### src/rtl/dram_bank_tracker.sv
module dram_bank_tracker #(
  parameter int ROW_W = 14,
  parameter int T_RCD = 3,
  parameter int T_RAS = 8,
  parameter int T_RP  = 3,
  parameter int T_RTP = 2
) (
  input  logic             clk,
  input  logic             rst_n,
  input  logic             cmd_act,
  input  logic [ROW_W-1:0] act_row,
  input  logic             cmd_rd,
  input  logic             cmd_wr,
  input  logic             cmd_rda,
  input  logic             cmd_wra,
  input  logic             cmd_pre,
  input  logic             cmd_prea,
  output logic             act_ok,
  output logic             col_ok,
  output logic             pre_ok,
  output logic             row_open,
  output logic [ROW_W-1:0] open_row,
  output logic [1:0]       bank_state,
  output logic             proto_err
);

  localparam int T_RC = T_RAS + T_RP;
  localparam int AW   = $clog2(T_RC + 1);
  localparam int RW   = $clog2(T_RTP + 1);
  localparam int PW   = $clog2(T_RP + 1);

  typedef enum logic [1:0] {ST_IDLE = 2'd0, ST_ACT = 2'd1, ST_PRE = 2'd2} st_t;

  st_t              st_q;
  logic [AW-1:0]    act_age;
  logic [RW-1:0]    rd_age;
  logic [PW-1:0]    pre_age;
  logic             ap_q;
  logic [ROW_W-1:0] row_q;
  logic             err_q;

  logic [6:0] strobes;
  logic       any_cmd, single, col_cmd, pre_cmd, rd_cmd;
  logic       pre_done, close_ready, auto_close;
  logic       acc_act, acc_col, acc_pre, bad;

  assign strobes = {cmd_act, cmd_rd, cmd_wr, cmd_rda, cmd_wra, cmd_pre, cmd_prea};
  assign any_cmd = |strobes;
  assign single  = $countones(strobes) == 1;
  assign col_cmd = cmd_rd | cmd_wr | cmd_rda | cmd_wra;
  assign pre_cmd = cmd_pre | cmd_prea;
  assign rd_cmd  = cmd_rd | cmd_rda;

  assign pre_done    = (st_q == ST_PRE) && (int'(pre_age) >= T_RP);
  assign close_ready = (int'(act_age) >= T_RAS) && (int'(rd_age) >= T_RTP);
  assign auto_close  = (st_q == ST_ACT) && ap_q && close_ready;

  assign act_ok = ((st_q == ST_IDLE) || pre_done) && (int'(act_age) >= T_RC);
  assign col_ok = (st_q == ST_ACT) && !ap_q && (int'(act_age) >= T_RCD);
  assign pre_ok = (st_q != ST_ACT) || (!ap_q && close_ready);

  assign acc_act = single && cmd_act && act_ok;
  assign acc_col = single && col_cmd && col_ok;
  assign acc_pre = single && pre_cmd && pre_ok && (st_q == ST_ACT);
  assign bad     = any_cmd && !(single && (cmd_act ? act_ok : col_cmd ? col_ok : pre_ok));

  always_ff @(posedge clk or negedge rst_n) begin
    if (!rst_n) begin
      st_q    <= ST_IDLE;
      act_age <= AW'(T_RC);
      rd_age  <= RW'(T_RTP);
      pre_age <= PW'(T_RP);
      ap_q    <= 1'b0;
      row_q   <= '0;
      err_q   <= 1'b0;
    end else begin
      err_q <= bad;
      if (int'(act_age) < T_RC)  act_age <= act_age + 1'b1;
      if (int'(rd_age)  < T_RTP) rd_age  <= rd_age + 1'b1;
      if (int'(pre_age) < T_RP)  pre_age <= pre_age + 1'b1;
      if (acc_act) begin
        st_q    <= ST_ACT;
        row_q   <= act_row;
        act_age <= AW'(1);
        rd_age  <= RW'(T_RTP);
        ap_q    <= 1'b0;
      end else if (acc_col) begin
        if (rd_cmd) rd_age <= RW'(1);
        if (cmd_rda | cmd_wra) ap_q <= 1'b1;
      end else if (acc_pre || auto_close) begin
        st_q    <= ST_PRE;
        pre_age <= PW'(1);
        ap_q    <= 1'b0;
      end else if (pre_done) begin
        st_q <= ST_IDLE;
      end
    end
  end

  assign bank_state = st_q;
  assign row_open   = (st_q == ST_ACT);
  assign open_row   = row_open ? row_q : '0;
  assign proto_err  = err_q;

  a_r1_state_legal: assert property (@(posedge clk) disable iff (!rst_n)
    bank_state != 2'd3);

  a_r2_row_hold: assert property (@(posedge clk) disable iff (!rst_n)
    (row_open && $past(row_open)) |-> $stable(open_row));

  a_r5_no_skip: assert property (@(posedge clk) disable iff (!rst_n)
    (bank_state == ST_IDLE) |-> ($past(bank_state) != ST_ACT));

  a_r6_close_limits: assert property (@(posedge clk) disable iff (!rst_n)
    $fell(row_open) |-> ($past(act_age) >= AW'(T_RAS) && $past(rd_age) >= RW'(T_RTP)));

  a_r7_act_gap: assert property (@(posedge clk) disable iff (!rst_n)
    $rose(row_open) |-> ($past(act_age) >= AW'(T_RC)));

  a_r9_err_cause: assert property (@(posedge clk) disable iff (!rst_n)
    proto_err |-> $past(any_cmd));

endmodule

### config.mk
export PLATFORM = sky130hd
export DESIGN_NAME = dram_bank_tracker
export DESIGN_NICKNAME = d
export VERILOG_FILES = /design/src/rtl/dram_bank_tracker.sv
export SDC_FILE = /design/constraint.sdc
export NUM_CORES = 1
export LEC_CHECK = 0
export BUFFER_PORTS_ARGS = -buffer_cell sky130_fd_sc_hd__buf_4
export CORE_MARGIN = 2
export CORE_UTILIZATION = 46
export CTS_CLUSTER_SIZE = 40
export DETAILED_ROUTE_END_ITERATION = 7
export HOLD_SLACK_MARGIN = 0.08
export PLACE_DENSITY = 0.81
export SKIP_LAST_GASP = 1
export SYNTH_ARGS = -nofsm -noshare
export SYNTH_HDL_FRONTEND = slang
export SYNTH_SLANG_ARGS = --single-unit
### constraint.sdc
create_clock -name clk -period 1.65 [get_ports clk]
set_input_delay 0.33 -clock clk [delete_from_list [all_inputs] [get_ports clk]]
set_output_delay 0.33 -clock clk [all_outputs]
set_load 0.03 [all_outputs]
==> metrics <==
status=finished, violations left; failing checks=negative setup slack; Synth Net Count=155; hold crit path type=in -> reg; CTS Buffer Depth=2; Max-Slew Margin vs Limit=76.3%; Pleak=1.12 nW; Ports=44; Worst Path Required=1880 ps; Detailed Routing Iterations Pass 1=4; CTS clock-pin slew for the worst setup and hold paths=150 ps; # H-tree levels=1; adder-cell share of the synthesized area=9.82%; fin worst setup slack=-1350 ps; Synth Register Bits=26; Setup-failing EPs final=44; Final period util=182%; All-Layer GR Usage=23.1%; cell mode on critical path=fa_1; Synth Flop Type=dfrtp_1; final wirelength=4030 um; syn_area_per_cell=11.8 um^2; DRT iter0 DRCs=26; P&R area growth vs syn=59.3%; drt wl/cell=16.5 um; Nets=233; Final min period=3000 ps; Critical Path AT=3230 ps; placed insts=229; via-per-instance ratio=4.97; largest net degree at the start of global routing=27; CP top delay family=adder cells; slowest cell delay on critical path=550 ps; Syn Inst Count=123; Crit-path slowest cell=fa_1; die width=60.2 um; fraction of layout cells with a size suffix above 1=66.0%; async set-reset flop share out of synthesis=100%; first-pass GRT wire length=6010 um; Worst VDD drop=1.09 mV; WS Path Type=in -> reg; Post-Syn Area=1450 um^2; type of origin of the critical path=input port; largest family of logic cells by synthesized area=multiplexers; antenna violations before repair=0; CTS tree=done; Crit. End Element=flop; Setup Skew=4.39 ps; vias in the first global route=1215; final antenna diode count=0; Synth Area in XOR/XNOR=1.21%; core region area=3030 um^2; Slew Limit Fails=0; # port buffers=43; Yosys warning count=0; full die area=3620 um^2; antenna-violating nets left=0; DP Wirelength=2550 um; worst-skew pair later-pin latency=330 ps; Synth Area in Simple Gates=13.8%; Hold WS=214 ps; pwr dens=1740 nW/um^2; EDFF count, synth=0; std cell rows=20; post-synthesis mux area share=14.2%; Worst-Margin Slew=352 ps; post-synthesis compound-gate area fraction=8.61%; # DRC=0; grt total ovfl=0; pre-CTS WS=-1750 ps; Seq/Total Area, Yosys=45.3%; root buf cell=clkbuf_4; fin cells=244; routability congestion estimate=0.893; # clock sinks=26; CP max FO=8; fmax=333 MHz; Final Hold Fails=0; RSZ-0062 raised after global routing=yes; Pwr Total=4.02 mW; DIE HEIGHT=60.2 um; TritonCTS buffer count=3; vias post-DR=1213; max-cap viol count=0; worst path bufs/invs=4; library cells used by synthesis=35; Cell Chain, Critical Path=buf_12, inv_12, fa_1, fa_1, fa_2, inv_2, fa_1, nor3_2, and3_4, buf_12, mux2_1; Initial Utilization=48.0%
final timing paths:
check,startpoint,to,slack (ps),cells past startpoint
max,cmd_act,row_q[11],-1350,11
min,act_row[12],row_q[12],210,2
max reg2reg,act_age[1],row_q[11],-220,6
min reg2reg,row_q[13],row_q[13],520,1
max in group asynchronous,rst_n,act_age[0],930,2
min in group asynchronous,rst_n,row_q[12],420,2
cell families (layout without fill, tap and decap cells):
| family | Yosys count | in the layout |
|---|---|---|
| AO/OA/AOI/OAI | 18 | 18 |
| XOR/XNOR | 2 | 2 |
| adder cells (fa/ha/maj) | 9 | 9 |
| buffers and inverters | 19 | 96 |
| flip-flops | 26 | 26 |
| multiplexers | 15 | 15 |
| AND/OR/NAND/NOR | 34 | 34 |
synth_stat cells (all sizes together), types with 2 or more instances:
cell / instances / area share, %
nand2: 4 / 1.0
fa: 4 / 5.5
nor3: 2 / 0.69
ha: 5 / 4.3
a211oi: 2 / 1.4
and2: 14 / 6.0
mux2: 15 / 14
o21a: 2 / 1.0
nor2: 4 / 1.0
xnor2: 2 / 1.2
and2b: 2 / 1.0
o211ai: 3 / 1.6
dfstp: 6 / 11
inv: 15 / 3.9
o21ai: 5 / 2.0
buf: 3 / 2.9
dfrtp: 20 / 34
a21oi: 3 / 1.0
nor4: 2 / 0.86
routing by layer:
layer | vias up | wire, um | track usage (%)
li1 | 563 | - | -
met1 | 589 | 1610 | 28.7
met2 | 52 | 2110 | 39.9
met3 | 9 | 217 | 3.25
met4 | 0 | 97 | 9.84
met5 | - | 0 | 0
sequential cells by signal, indices dropped and copies added, names as in the netlist:
| register | cells |
|---|---|
| act_age | 4 |
| ap_q | 1 |
| bank_state | 2 |
| pre_age | 2 |
| proto_err | 1 |
| rd_age | 2 |
| row_q | 14 |
stage by stage:
step	TNS (ps)	instance area (um^2)	utilization, %
CTS	-36690	2240	73.8
finish	-37100	2310	76.4
detailed placement	-43580	2010	66.5
global placement	-40570	2010	66.5
global route	-40320	2310	76.4
floorplan	-36950	1500	-
placed cells by master, fill, tap and decap left out, types with 2 or more instances in the layout:
cell,Yosys,layout
nor3_2,0,2
xnor2_1,2,2
o211ai_1,3,3
buf_6,2,8
buf_4,0,64
o21ai_4,0,2
o21ai_2,1,2
o21a_1,2,2
and2_2,0,9
fa_1,4,3
nand2_1,4,4
nor4_1,2,2
clkbuf_4,0,3
and2_1,14,5
ha_4,0,2
mux2_2,4,4
ha_1,5,3
dfrtp_1,20,20
inv_1,15,11
a21oi_2,0,2
dfstp_2,6,6
inv_2,0,3
mux2_4,10,10
buf_12,1,3
nor2_4,0,2
power breakdown:
group / internal [mW] / switching, mW / total, mW
Sequential: 0.949 / 0.211 / 1.16
Combinational: 1.25 / 1.16 / 2.42
Clock: 0.246 / 0.201 / 0.447
Total: 2.45 / 1.57 / 4.02
timing repair:
action / 4_1_cts / 5_1_grt
resized for setup: 27 / 10
setup endpoints to repair: 44 / 44
pin swaps: 11 / 6
hold buffers: 1 / 0
cloned: 1 / 0
setup buffers: 5 / 5
hold endpoints to repair: 20 / 0
cell type report:
cell class / count / area [um^2]
Clock buffer: 3 / 22.5
Clock inverter: 1 / 30.0
Fill cell: 189 / 713
Inverter: 15 / 68.8
Multi-Input combinational cell: 78 / 812
Sequential cell: 26 / 658
Tap cell: 44 / 55.1
Timing Repair Buffer: 77 / 668
Power figures use the tool's default switching activity.
